[src/rtl/phy_seq_pkg.sv]
package phy_seq_pkg;
  localparam int NSTEP      = 8;
  localparam int CODE_W     = 4;
  localparam int STAT_W     = 10;
  localparam int START_BIT  = 0;
  localparam int CLR_BIT    = 28;
  localparam int BYP_LOCK   = 29;
  localparam int BYP_CAL    = 30;

  localparam logic [CODE_W-1:0] C_NONE   = 4'd0;
  localparam logic [CODE_W-1:0] C_LOCK   = 4'd2;
  localparam logic [CODE_W-1:0] C_CAL    = 4'd3;
  localparam logic [CODE_W-1:0] C_DINIT  = 4'd6;
  localparam logic [CODE_W-1:0] C_GATE   = 4'd7;
  localparam logic [CODE_W-1:0] C_RVAL   = 4'd8;

  localparam int F_INIT  = 0;
  localparam int F_DLL   = 1;
  localparam int F_CAL   = 2;
  localparam int F_DINIT = 3;
  localparam int F_TRAIN = 4;
  localparam int F_QSERR = 5;
  localparam int F_RVERR = 8;
endpackage

[src/rtl/phy_seq_pick.sv]
module phy_seq_pick #(
  parameter int N  = 8,
  parameter int IW = 4
) (
  input  logic [N-1:0]  req,
  output logic [N-1:0]  gnt,
  output logic [IW-1:0] code,
  output logic          any
);
  logic [N:0] seen;
  assign seen[0] = 1'b0;

  genvar gi;
  generate
    for (gi = 0; gi < N; gi++) begin : g_chain
      assign gnt[gi]    = req[gi] & ~seen[gi];
      assign seen[gi+1] = seen[gi] | req[gi];
    end
  endgenerate

  assign any = seen[N];

  always_comb begin
    code = '0;
    for (int i = 0; i < N; i++)
      if (gnt[i]) code = IW'(i + 1);
  end
endmodule

[src/rtl/phy_seq_timer.sv]
module phy_seq_timer #(
  parameter int CW = 20
) (
  input  logic          clk,
  input  logic          rst,
  input  logic          load,
  input  logic [CW-1:0] load_val,
  output logic          zero
);
  logic [CW-1:0] cnt_q;

  always_ff @(posedge clk) begin
    if (rst)                 cnt_q <= '0;
    else if (load)           cnt_q <= load_val;
    else if (cnt_q != '0)    cnt_q <= cnt_q - 1'b1;
  end

  assign zero = (cnt_q == '0);
endmodule

[src/rtl/phy_seq_flags.sv]
module phy_seq_flags #(
  parameter int W = 10
) (
  input  logic         clk,
  input  logic         rst,
  input  logic         clr,
  input  logic [W-1:0] set,
  output logic [W-1:0] flags
);
  always_ff @(posedge clk) begin
    if (rst)      flags <= '0;
    else if (clr) flags <= set;
    else          flags <= flags | set;
  end
endmodule

[src/rtl/phy_init_seq.sv]
module phy_init_seq
  import phy_seq_pkg::*;
#(
  parameter int CW = 20
) (
  input  logic              clk,
  input  logic              rst,
  input  logic              trig_we,
  input  logic [31:0]       trig_data,
  input  logic [CW-1:0]     t_dll_srst,
  input  logic [CW-1:0]     t_dll_lock,
  input  logic [CW-1:0]     t_zcal,
  input  logic [CW-1:0]     t_itm_srst,
  input  logic [CW-1:0]     t_dram_rst,
  input  logic [CW-1:0]     t_dinit0,
  input  logic [CW-1:0]     t_dinit1,
  input  logic [CW-1:0]     t_dinit2,
  input  logic [CW-1:0]     t_dinit3,
  input  logic [CW-1:0]     t_train,
  input  logic              qs_fail_i,
  input  logic              rv_fail_i,
  output logic              busy_o,
  output logic [3:0]        cur_step_o,
  output logic [1:0]        init_phase_o,
  output logic [9:0]        status_o
);
  localparam int NPH = 4;

  logic              busy_q, nxt_busy;
  logic [CODE_W-1:0] code_q, nxt_code;
  logic [1:0]        phase_q, nxt_phase;
  logic [NSTEP-1:0]  pend_q, nxt_pend;
  logic              byp_lock_q, byp_cal_q;

  logic              accept, step_end, fail;
  logic              ld;
  logic [CW-1:0]     ld_val;
  logic              tmr_zero;
  logic [STAT_W-1:0] set_mask;
  logic              clr;

  logic [NSTEP-1:0]  gnt;
  logic [CODE_W-1:0] pick_code;
  logic              pick_any;

  logic [CW-1:0]     dur_tab [NSTEP];
  logic [CW-1:0]     ph_tab  [NPH];
  logic [NSTEP-1:0]  start_mask;

  assign dur_tab[0] = t_dll_srst;
  assign dur_tab[1] = t_dll_lock;
  assign dur_tab[2] = t_zcal;
  assign dur_tab[3] = t_itm_srst;
  assign dur_tab[4] = t_dram_rst;
  assign dur_tab[5] = t_dinit0;
  assign dur_tab[6] = t_train;
  assign dur_tab[7] = t_train;

  assign ph_tab[0] = t_dinit0;
  assign ph_tab[1] = t_dinit1;
  assign ph_tab[2] = t_dinit2;
  assign ph_tab[3] = t_dinit3;

  function automatic logic [CW-1:0] ticks(input logic [CW-1:0] d);
    return (d == '0) ? '0 : d - 1'b1;
  endfunction

  // bypassed steps never enter the pending mask
  always_comb begin
    start_mask = trig_data[NSTEP:1];
    if (trig_data[BYP_LOCK]) start_mask[C_LOCK-1] = 1'b0;
    if (trig_data[BYP_CAL])  start_mask[C_CAL-1]  = 1'b0;
  end

  phy_seq_pick #(.N(NSTEP), .IW(CODE_W)) u_pick (
    .req  (pend_q),
    .gnt  (gnt),
    .code (pick_code),
    .any  (pick_any)
  );

  phy_seq_timer #(.CW(CW)) u_tmr (
    .clk      (clk),
    .rst      (rst),
    .load     (ld),
    .load_val (ld_val),
    .zero     (tmr_zero)
  );

  phy_seq_flags #(.W(STAT_W)) u_flags (
    .clk   (clk),
    .rst   (rst),
    .clr   (clr),
    .set   (set_mask),
    .flags (status_o)
  );

  always_comb begin
    accept    = trig_we & ~busy_q;
    step_end  = busy_q & ((code_q == C_NONE) | tmr_zero);
    clr       = accept & trig_data[CLR_BIT];
    nxt_busy  = busy_q;
    nxt_code  = code_q;
    nxt_phase = phase_q;
    nxt_pend  = pend_q;
    ld        = 1'b0;
    ld_val    = '0;
    set_mask  = '0;
    fail      = 1'b0;
    if (accept && trig_data[START_BIT]) begin
      nxt_busy  = 1'b1;
      nxt_code  = C_NONE;
      nxt_phase = 2'd0;
      nxt_pend  = start_mask;
    end else if (step_end) begin
      if (code_q == C_NONE) begin
        if (byp_lock_q) set_mask[F_DLL] = 1'b1;
        if (byp_cal_q)  set_mask[F_CAL] = 1'b1;
      end
      if (code_q == C_DINIT && phase_q != 2'(NPH - 1)) begin
        nxt_phase = phase_q + 2'd1;
        ld        = 1'b1;
        ld_val    = ticks(ph_tab[phase_q + 2'd1]);
      end else begin
        case (code_q)
          C_LOCK:  set_mask[F_DLL]   = 1'b1;
          C_CAL:   set_mask[F_CAL]   = 1'b1;
          C_DINIT: set_mask[F_DINIT] = 1'b1;
          C_GATE: begin
            fail = qs_fail_i;
            if (qs_fail_i) set_mask[F_QSERR] = 1'b1;
            else           set_mask[F_TRAIN] = 1'b1;
          end
          C_RVAL: begin
            fail = rv_fail_i;
            if (rv_fail_i) set_mask[F_RVERR] = 1'b1;
            else           set_mask[F_TRAIN] = 1'b1;
          end
          default: ;
        endcase
        if (fail) begin
          nxt_busy  = 1'b0;
          nxt_code  = C_NONE;
          nxt_phase = 2'd0;
          nxt_pend  = '0;
        end else if (pick_any) begin
          nxt_code  = pick_code;
          nxt_phase = 2'd0;
          nxt_pend  = pend_q & ~gnt;
          ld        = 1'b1;
          ld_val    = ticks(dur_tab[pick_code - 4'd1]);
        end else begin
          nxt_busy  = 1'b0;
          nxt_code  = C_NONE;
          nxt_phase = 2'd0;
          set_mask[F_INIT] = 1'b1;
        end
      end
    end
  end

  always_ff @(posedge clk) begin
    if (rst) begin
      busy_q     <= 1'b0;
      code_q     <= C_NONE;
      phase_q    <= 2'd0;
      pend_q     <= '0;
      byp_lock_q <= 1'b0;
      byp_cal_q  <= 1'b0;
    end else begin
      busy_q  <= nxt_busy;
      code_q  <= nxt_code;
      phase_q <= nxt_phase;
      pend_q  <= nxt_pend;
      if (accept && trig_data[START_BIT]) begin
        byp_lock_q <= trig_data[C_LOCK] & trig_data[BYP_LOCK];
        byp_cal_q  <= trig_data[C_CAL]  & trig_data[BYP_CAL];
      end
    end
  end

  assign busy_o       = busy_q;
  assign cur_step_o   = code_q;
  assign init_phase_o = phase_q;
endmodule

[config.mk]
export PLATFORM = sky130hd
export DESIGN_NAME = phy_init_seq
export DESIGN_NICKNAME = d
export VERILOG_FILES = /design/src/rtl/phy_seq_pkg.sv /design/src/rtl/phy_seq_pick.sv /design/src/rtl/phy_seq_timer.sv /design/src/rtl/phy_seq_flags.sv /design/src/rtl/phy_init_seq.sv
export SDC_FILE = /design/constraint.sdc
export NUM_CORES = 1
export LEC_CHECK = 0
export ABC_CLOCK_PERIOD_IN_PS = 8800
export BUFFER_PORTS_ARGS = -buffer_cell sky130_fd_sc_hd__buf_2
export CAP_MARGIN = 20
export CORE_MARGIN = 4
export CORE_UTILIZATION = 30
export CTS_CLUSTER_DIAMETER = 50
export CTS_CLUSTER_SIZE = 20
export DETAILED_ROUTE_END_ITERATION = 6
export PLACE_DENSITY = 0.65
export SETUP_SLACK_MARGIN = 0.4
export SLEW_MARGIN = 20
export SYNTH_ARGS = -nofsm -noshare
export SYNTH_HDL_FRONTEND = slang
export SYNTH_SLANG_ARGS = --single-unit
[constraint.sdc]
create_clock -name clk -period 8.8 [get_ports clk]
set_clock_uncertainty 0.2 [all_clocks]
set_input_delay 0.88 -clock clk [delete_from_list [all_inputs] [get_ports clk]]
set_output_delay 0.88 -clock clk [all_outputs]
set_load 0.05 [all_outputs]
* Word-level counts from Yosys, hierarchy flattened
Index checks and enable logic that the tools add are counted.
** Storage, ports and cells
- Bits of input ports :: 237
- Register bits after elaboration :: 47
- Word-level logic and storage cells :: 142
- Output and inout port bits :: 17
** Cells by class
- Bitwise gates (word level) :: 34
- Add/subtract/negate cells :: 5
- Mux-type cells :: 69
- Magnitude comparators :: 2
- Equal/unequal tests :: 8
- Reductions and logical operators :: 15
** Operator list (number)
- $mux 20 :: 13
- $bmux 20 s3 :: 1
- $logic_not 20->1 :: 3
- $sub 20x1->20 const B :: 3
- $bmux 20 s2 :: 1
- $mux 8 :: 5
- $mux 4 :: 9
- $mux 1 :: 32
- $reduce_bool 20->1 :: 1
- $mux 6 :: 3
- $and 1x1->1 :: 12
- $or 10x9->10 :: 1
- $mux 9 :: 1
- $not 1->1 :: 9
- $and 8x8->8 :: 1
- $eq 4x2->1 const B :: 2
- $eq 4x3->1 const B :: 2
- $not 8->8 :: 1
- $or 1x1->1 :: 8
- $reduce_and 3->1 :: 2
- $ge 5x4->1 const B :: 1
- $not 4->5 :: 1
- $eq 4x4->1 const B :: 1
- $logic_not 4->1 :: 1
- other kinds (13) :: 19

* Longest topological paths before layout
Gate-level depths: netlist (run 1).
- Word-level depth :: 22
- Depth in mapped cells :: 23
- Mapped depth without buffers :: 15

* By module
A second synthesis (run 1) with hierarchy kept.
** Second synthesis, totals
- Cells, all modules :: 572
- Area, all modules :: 5126.2 um2
** By module, submodules not included
- phy_init_seq :: instances 1, cells an instance 384, area each 3527.1 um2
- phy_seq_timer :: instances 1, cells an instance 122, area each 1081.0 um2
- phy_seq_flags :: instances 1, cells an instance 41, area each 355.3 um2
- phy_seq_pick :: instances 1, cells an instance 25, area each 162.7 um2

* Worst setup path before layout (run 1)
Ideal clock, no wire load.
- Path kind :: reg-to-reg
- Start point :: register pend_q[1]
- End point :: register u_tmr.cnt_q[1]
- Period minus slack after synthesis :: 4598 ps
- Cell stages (with the launch flop) :: 22
- Data required time :: 8468 ps
- Buffers on the path :: 8
- Arrival :: 4267 ps
- Path slack :: 4202 ps
- Cells stage by stage :: dfxtp_1 > inv_1 > a221oi_4 > nand2_4 > inv_4 > buf_8 > buf_6 > buf_6 > ha_1 > buf_4 > inv_2 > clkbuf_1 > clkbuf_1 > clkbuf_1 > mux4_2 > a2bb2oi_1 > nand2_1 > nor3_1 > a211oi_2 > buf_6 > a21oi_1 > nor3_1
** Between the ends
- Cells in the longest elaborated chain, start to end :: 22
- Elaborated cells on any way between the ends :: 47
** RTL lines
- from (decl) :: RTL line phy_init_seq.sv:32 : logic [NSTEP-1:0] pend_q, nxt_pend;
- from (signal assigned) :: RTL line phy_init_seq.sv:174 : pend_q <= nxt_pend;
- $or 1x1->1 :: RTL line phy_seq_pick.sv:17 : assign seen[gi+1] = seen[gi] | req[gi];
- $not 1->1 / $or 1x1->1 (equally long branches) :: RTL line phy_seq_pick.sv:16, phy_seq_pick.sv:17
- $and 1x1->1 (tied with other cells) :: RTL line phy_seq_pick.sv:16 : assign gnt[gi] = req[gi] & ~seen[gi];
- $mux 4 (tied with other cells) (4 in a row) :: RTL line phy_seq_pick.sv:26 : if (gnt[i]) code = IW'(i + 1);
- $mux 4 / $and 1x1->1 (equally long branches) :: RTL line phy_seq_pick.sv:26, phy_seq_pick.sv:16
- $mux 4 :: RTL line phy_seq_pick.sv:26
- $sub 4x1->4 :: RTL line phy_init_seq.sv:151 : ld_val = ticks(dur_tab[pick_code - 4'd1]);
- $not 4->5 (implied by the code) :: RTL line phy_init_seq.sv:151
- [3 not listed]
- $sub 20x1->20 / $logic_not 20->1 (equally long branches) :: RTL line phy_init_seq.sv:65 : return (d == '0) ? '0 : d - 1'b1;
- $mux 20 :: RTL line phy_init_seq.sv:65
- $mux 20 :: RTL line phy_init_seq.sv:146 : end else if (pick_any) begin
- $mux 20 :: RTL line phy_init_seq.sv:141 : if (fail) begin
- $mux 20 :: RTL line phy_init_seq.sv:120 : if (code_q == C_DINIT && phase_q != 2'(NPH - 1)) begin
- $mux 20 :: RTL line phy_init_seq.sv:115 : end else if (step_end) begin
- $mux 20 :: RTL line phy_init_seq.sv:110 : if (accept && trig_data[START_BIT]) begin
- $mux 20 :: RTL line phy_seq_timer.sv:14 : else if (load) cnt_q <= load_val;
- to (signal assigned) :: RTL line phy_seq_timer.sv:14
- to (signal assigned) :: RTL line phy_seq_timer.sv:15 : else if (cnt_q != '0) cnt_q <= cnt_q - 1'b1;
- to (decl) :: RTL line phy_seq_timer.sv:10 : logic [CW-1:0] cnt_q;
Parallel ways exist; a longest one is shown, timed or not. The select of a mux whose other input is x is not followed.
A chain may end at the register's enable or synchronous reset.

* Worst setup path in the final report (run 1)
- Start point :: register pend_q[0]
- End point :: register u_tmr.cnt_q[1]
** Between the ends
- Cells in the longest elaborated chain, start to end :: 22
- Elaborated cells on any way between the ends :: 49
** RTL lines (RTL line)
- $not 1->1 / $or 1x1->1 (equally long branches) :: phy_seq_pick.sv:16, phy_seq_pick.sv:17
- $and 1x1->1 (tied with other cells) :: phy_seq_pick.sv:16
- $mux 4 (tied with other cells) (5 in a row) :: phy_seq_pick.sv:26
- $mux 4 / $and 1x1->1 (equally long branches) :: phy_seq_pick.sv:26, phy_seq_pick.sv:16
- $mux 4 :: phy_seq_pick.sv:26
- $sub 4x1->4 :: phy_init_seq.sv:151
- $not 4->5 (implied by the code) :: phy_init_seq.sv:151
- $bmux 20 s3 :: phy_init_seq.sv:151
- $mux 20 (implied by the code) (2 in a row) :: phy_init_seq.sv:151
- $sub 20x1->20 / $logic_not 20->1 (equally long branches) :: phy_init_seq.sv:65
- $mux 20 :: phy_init_seq.sv:65
- $mux 20 :: phy_init_seq.sv:146
- $mux 20 :: phy_init_seq.sv:141
- $mux 20 :: phy_init_seq.sv:120
- $mux 20 :: phy_init_seq.sv:115
- $mux 20 :: phy_init_seq.sv:110
- $mux 20 :: phy_seq_timer.sv:14
Parallel ways exist; a longest one is shown, timed or not. The select of a mux whose other input is x is not followed.

==> flow_summary.json, run 1 <==
{
  "status": "complete, no violations",
  "cp.arrival_ps": 6450,
  "cts_made_buffers": 5,
  "slowest_delay_ps": 600,
  "wire_per_inst_um": 18.70,
  "synthFlopType": "dfxtp_1",
  "multi_input_area_um2": 4178,
  "synth_warnings": 0,
  "r2r-start": "pend_q[0]",
  "drtIter0Drc": 364,
  "async_flop_share": 0,
  "nets": 1133,
  "synth-seq-cells": 44,
  "worst_pin_slew_ps": 1053,
  "grt.overflow.total": 0,
  "drv_slew": 0,
  "cpMostUsedCell": "nor3_1",
  "postCtsSetupRepairBufs": 0,
  "ys_seq_area_frac": 0.1648,
  "finalCritPeriodShare": 0.7379,
  "cts_max_path_buffers": 2,
  "path_buf_inv": 3,
  "clock_sinks": 44,
  "ant_nets": 0,
  "whs_endpoint": "u_flags.flags[8]",
  "io_pins": 254,
  "rrSetupSlack_ps": 2310,
  "leakage_nw": 2.769,
  "r2r-end": "u_tmr.cnt_q[1]",
  "worstSetupEndpointType": "flop",
  "dr.pass1.iters": 5,
  "tns_ps": 0,
  "path_class": "flop to flop",
  "cp_cell_sequence": "nor3_4, nand4b_4, nand2_4, inv_4, ha_2, buf_4, inv_2, or4_1, o32a_1, a32oi_1, nand4_2, nor3_1, a211oi_2, a21oi_1, nor3_1",
  "avgViaCountPerCell": 5.530,
  "layout_commonest_cell": "buf_2",
  "pwr-share-clk": 0.156,
  "synth_area_um2": 5344,
  "period_minus_slack_ps": 6494,
  "synth_cell_types": 73,
  "startpoint_type": "flop",
  "grt_pass1_wl_um": 31970,
  "rsz0062_at_grt": "false",
  "drive_above_1_share": 0.3281,
  "h-tree-depth": 2,
  "core_um2": 17360,
  "worstHoldStart": "u_flags.flags[8]",
  "max_freq_mhz": 154.0,
  "max_slew_margin": 0.2966,
  "cts_tree": "done",
  "gr-usage-all-layers": 0.1999,
  "fill_cells": 1846,
  "utilization": 0.3882,
  "start_util": 0.3079,
  "final-setup-viol-count": 0,
  "crit_slowest_cell": "or4_1",
  "avgSynthCellArea_um2": 7.722,
  "critPathRequiredTime_ps": 8760,
  "maxCapViolations": 0,
  "grt_start_max_net_pins": 56,
  "port_buffers": 230,
  "ctsHoldBuffers": 0,
  "dieArea_um2": 20010,
  "seqPwrFrac": 0.221,
  "p_switching_uw": 566.7,
  "hold_path_depth": 2,
  "hpwlAfterDp_um": 16850,
  "fp-row-count": 48,
  "drc_errors": 0,
  "p_sw_frac": 0.4612,
  "syn_to_final_growth_pct": 26.08,
  "clk_latency_ps": 290,
  "regArea_um2": 880.8,
  "intPower_uw": 662.1,
  "peakVddDrop_mv": 0.08734,
  "reg2reg_depth": 15,
  "final_hold_viol_count": 0,
  "ctsResizeCount": 0,
  "num_vias": 6166,
  "synth-edff-count": 0,
  "grt_pass1_vias": 5831,
  "crit_family": "simple AND/OR/NAND/NOR gates",
  "p_comb_frac": 0.622,
  "cts_root_buf": "clkbuf_16",
  "postRouteWirelength_um": 20860,
  "finalWeightedCongestion": 0.8830,
  "synth_cells": 692,
  "n_antenna_cell": 0,
  "grt_antenna_before_repair": 1,
  "hold_path.class": "flop to flop",
  "critPathMaxFanout": 55,
  "die_y_um": 141.5,
  "die_w_um": 141.5,
  "power-per-cell-area_nw_per_um2": 182.4,
  "final_cell_mix": "buf_2, nor2_1, nand2_1",
  "path_clk_slew_ps": 60
}
## through the flow
step	total power [mW]	cells	area [um^2]	hold slack [ps]	setup slack, ps
finish	1.229	1115	6738	253.3	2306
global route	1.326	1115	6738	281.8	1915
CTS	1.224	1115	6738	251.0	2343
detailed placement	1.029	1107	6588	242.2	2376
global placement	1.021	1107	6588	237.7	2438
floorplan	0.8487	694	5351	227.1	4202
## metal layers
metal  track usage  share of wire  vias to the layer above
met5             0        0.00091                        -
met4       0.03990          0.017                        2
met3       0.03101          0.073                       29
met2        0.3496           0.50                      273
met1        0.2620           0.41                     2869
li1              -              -                     2993
## power by group through the flow
| stage | Clock (mW) | Sequential, mW | Combinational, mW |
|---|---|---|---|
| global placement | 0 | 0.275 | 0.747 |
| CTS | 0.193 | 0.272 | 0.759 |
| detailed placement | 0 | 0.276 | 0.753 |
| floorplan | 0 | 0.271 | 0.578 |
| finish | 0.192 | 0.272 | 0.765 |
| global route | 0.202 | 0.279 | 0.845 |
## cell type report
cell class	instances	share of cell area
multi-input cells	589	0.6201
repair buffers	236	0.1775
flip-flops and latches	44	0.1307
well taps	225	0.04178
clock buffers	7	0.02117
inverters	13	0.007614
clock inverters	1	0.001114
## cells by family after synthesis
logic type / Yosys count / share of synthesized area
AOI/OAI and AO/OA: 158 / 0.2126
xor gates and xnor gates: 49 / 0.08382
adders and majority gates: 7 / 0.01639
buffers and inverters: 61 / 0.05713
DFF: 44 / 0.1648
muxes: 59 / 0.1620
other: 1 / 0.0007017
and+or+nand+nor: 313 / 0.3025
## worst reg2reg max path: cells and delay by family, from the launching register on
| kind | cells | cell delay [ps] |
|---|---|---|
| and+or+nand+nor | 7 | 2510 |
| buffers and inverters | 3 | 1330 |
| AOI/OAI and AO/OA | 4 | 1330 |
| DFF | 1 | 570 |
| adders and majority gates | 1 | 420 |
## synthesized netlist by cell type (4+ instances only)
| cell type | n | area, um^2 |
|---|---|---|
| mux2i_1 | 37 | 370.4 |
| ha_1 | 7 | 87.58 |
| buf_2 | 11 | 55.05 |
| nor2_1 | 89 | 334.1 |
| a32o_1 | 4 | 40.04 |
| a211oi_1 | 12 | 90.09 |
| dfxtp_1 | 44 | 880.8 |
| and2_1 | 5 | 31.28 |
| o32a_1 | 15 | 150.1 |
| nand3_1 | 16 | 80.08 |
| a311oi_1 | 7 | 61.31 |
| xor2_1 | 21 | 183.9 |
| a21oi_1 | 42 | 210.2 |
| inv_1 | 11 | 41.29 |
| nor4_1 | 8 | 50.05 |
| or4_1 | 17 | 127.6 |
| clkbuf_1 | 25 | 93.84 |
| a31oi_1 | 7 | 43.79 |
| o21ai_0 | 24 | 120.1 |
| a32oi_1 | 16 | 140.1 |
| nand4_1 | 7 | 43.79 |
| nor3_1 | 26 | 130.1 |
| nand2b_1 | 10 | 62.56 |
| a22oi_1 | 10 | 75.07 |
| nand3b_1 | 4 | 30.03 |
| nand2_1 | 87 | 326.6 |
| nor3b_1 | 4 | 30.03 |
| and3_1 | 4 | 25.02 |
| or3_1 | 8 | 50.05 |
| buf_4 | 7 | 52.55 |
| mux4_2 | 22 | 495.5 |
| xnor2_1 | 27 | 236.5 |
| nor2b_1 | 6 | 37.54 |
## sequential cells by signal (all words and copies together) (netlist names)
name / count
u_flags.flags: 7
init_phase_o: 2
byp_lock_q: 1
cur_step_o: 4
pend_q: 8
busy_o: 1
byp_cal_q: 1
u_tmr.cnt_q: 20
## worst max-delay path by stage
| stage | depth (start not counted) | to | slack [ps] | from |
|---|---|---|---|---|
| global route | 15 | u_tmr.cnt_q[1] | 1910 | pend_q[0] |
| detailed placement | 15 | u_tmr.cnt_q[1] | 2380 | pend_q[0] |
| global placement | 15 | u_tmr.cnt_q[1] | 2440 | pend_q[0] |
| CTS | 15 | u_tmr.cnt_q[1] | 2340 | pend_q[0] |
| floorplan | 21 | u_tmr.cnt_q[1] | 4200 | pend_q[1] |
| finish | 15 | u_tmr.cnt_q[1] | 2310 | pend_q[0] |
Power figures use the tool's default switching activity.
==> inputs of run 2 (changes only) <==
--- a/config.mk
+++ b/config.mk
@@ -5,7 +5,7 @@
 export SDC_FILE = /design/constraint.sdc
 export NUM_CORES = 1
 export LEC_CHECK = 0
-export ABC_CLOCK_PERIOD_IN_PS = 8800
+export ABC_CLOCK_PERIOD_IN_PS = 5650
 export BUFFER_PORTS_ARGS = -buffer_cell sky130_fd_sc_hd__buf_2
 export CAP_MARGIN = 20
 export CORE_MARGIN = 4
@@ -13,7 +13,7 @@
 export CTS_CLUSTER_DIAMETER = 50
 export CTS_CLUSTER_SIZE = 20
 export DETAILED_ROUTE_END_ITERATION = 6
-export PLACE_DENSITY = 0.65
+export PLACE_DENSITY = 0.67
 export SETUP_SLACK_MARGIN = 0.4
 export SLEW_MARGIN = 20
 export SYNTH_ARGS = -nofsm -noshare
==> constraint.sdc (replaced) <==
create_clock -name clk -period 5.65 [get_ports clk]
set_clock_uncertainty 0.2 [all_clocks]
set_input_delay 0.565 -clock clk [delete_from_list [all_inputs] [get_ports clk]]
set_output_delay 0.565 -clock clk [all_outputs]
set_load 0.05 [all_outputs]
==> run 2 against run 1 <==
  * Core utilization is 0.48 points higher
  * Final cell count is 0.36% higher
  * Non-clock buffer count is 4 higher
  * Worst hold slack better by 4.8 ps
  * Combinational power is 57% higher
  * Fmax is 35% higher
==> flow_summary.json, run 2 (same netlist as run 1, synthesis figures left out) <==
{
  "avgViaCountPerCell": 5.499,
  "dr.pass1.iters": 5,
  "final-setup-viol-count": 0,
  "layout_commonest_cell": "buf_2",
  "r2r-start": "pend_q[1]",
  "die_w_um": 141.5,
  "rsz0062_at_grt": "false",
  "nets": 1137,
  "cp.arrival_ps": 4760,
  "regArea_um2": 880.8,
  "port_buffers": 230,
  "power_mw": 1.971,
  "io_pins": 254,
  "hold_path.class": "flop to flop",
  "crit_family": "simple AND/OR/NAND/NOR gates",
  "n_antenna_cell": 0,
  "worstSetupEndpointType": "flop",
  "max_freq_mhz": 208.1,
  "utilization": 0.3930,
  "postRouteWirelength_um": 20610,
  "crit_slowest_cell": "or4_4",
  "max_slew_margin": 0.3281,
  "path_class": "flop to flop",
  "fp-row-count": 48,
  "ant_nets": 0,
  "h-tree-depth": 2,
  "dieArea_um2": 20010,
  "cpMostUsedCell": "nor3_4",
  "power-per-cell-area_nw_per_um2": 288.9,
  "largest_registers": "u_tmr.cnt_q: 20 flops, pend_q: 8 flops, u_flags.flags: 7 flops",
  "crit_start": "pend_q[1]",
  "drc_errors": 0,
  "largest_reg_flops": 20,
  "core_um2": 17360,
  "worst_slack_ps": 845.2,
  "start_util": 0.3079,
  "slowest_delay_ps": 590,
  "gr-usage-all-layers": 0.1985,
  "clock_sinks": 44,
  "period_minus_slack_ps": 4805,
  "path_clk_slew_ps": 60,
  "stdcell_area_um2": 6820,
  "final_cell_mix": "buf_2, nor2_1, nand2_1",
  "syn_to_final_growth_pct": 27.63,
  "finalCritPeriodShare": 0.8504,
  "drv_slew": 0,
  "die_y_um": 141.5,
  "critPathMaxFanout": 31,
  "leakage_nw": 2.810,
  "fill_cells": 1770,
  "grt_antenna_before_repair": 0,
  "grt.overflow.total": 0,
  "hpwlAfterDp_um": 16680,
  "grt_start_max_net_pins": 55,
  "grt_pass1_wl_um": 31770,
  "peakVddDrop_mv": 0.1662,
  "regMostFlops": "u_tmr.cnt_q",
  "grt_pass1_vias": 5838,
  "place_area_um2": 6630,
  "cp_cell_sequence": "nor3_4, nand4b_4, nand2_4, inv_4, ha_2, inv_2, or4_1, o32a_1, a32o_1, or4_4, nor3_4, a211oi_4, a21oi_1, nor3_1",
  "drive_above_1_share": 0.3333,
  "worst_pin_slew_ps": 1008,
  "num_vias": 6153,
  "status": "complete, no violations",
  "final_hold_viol_count": 0,
  "cts_tree": "done",
  "path_buf_inv": 2,
  "cts_made_buffers": 5,
  "multi_input_area_um2": 4190,
  "tns_ps": 0,
  "postCtsSetupRepairBufs": 0,
  "finalWeightedCongestion": 0.9026,
  "maxCapViolations": 0,
  "clk_latency_ps": 290,
  "cts_root_buf": "clkbuf_16",
  "cts_max_path_buffers": 2,
  "drtIter0Drc": 428,
  "place_ws_ps": 716.6,
  "worstHoldStart": "byp_cal_q",
  "wire_per_inst_um": 18.41,
  "critPathRequiredTime_ps": 5600,
  "startpoint_type": "flop"
}
==> run 2: per-stage QoR <==
step,cells,hold slack [ps]
floorplan,694,227.1
CTS,1119,259.4
detailed placement,1111,251.0
global route,1119,280.9
global placement,1111,241.4
finish,1119,258.1
==> run 2: routing by layer <==
layer / global-route usage / wire length, um / vias to the layer above
li1: - / - / 2984
met1: 0.2603 / 8706 / 2900
met2: 0.3494 / 10310 / 243
met3: 0.02562 / 1172 / 26
met4: 0.04293 / 419 / 0
met5: 0 / 0 / -
==> run 2: final cells by class <==
type	instances	area share
clock buffer	6	0.02036
clock inverter	2	0.005687
inverter	13	0.007522
multi-input combinational	589	0.6144
sequential	44	0.1292
tap	225	0.04128
timing repair buffer	240	0.1816
==> run 2: worst paths after layout <==
path / to / slack [ps] / cells after the start
setup / recovery: u_tmr.cnt_q[1] / 850 / 14
hold / removal: byp_cal_q / 260 / 2
setup reg to reg: u_tmr.cnt_q[1] / 850 / 14
hold reg to reg: byp_cal_q / 260 / 2
==> run 2: report_power, final <==
| group | switching (mW) | internal, mW | leakage, nW | total [mW] |
|---|---|---|---|---|
| Sequential | 0.0525 | 0.369 | 0.359 | 0.422 |
| Clock | 0.123 | 0.221 | 0.0871 | 0.344 |
| Combinational | 0.709 | 0.496 | 2.36 | 1.20 |
==> run 2: what timing repair did <==
item	4_1_cts	5_1_grt
hold buffers	0	0
gates resized for setup	0	2
setup endpoints to repair	0	3
==> run 2: worst reg2reg max path, delay by kind of cell (launching register included) <==
family / cells / cell delay (ps)
AOI/OAI and AO/OA: 4 / 940
DFF: 1 / 390
and+or+nand+nor: 7 / 2510
buffers and inverters: 2 / 250
adders and majority gates: 1 / 370
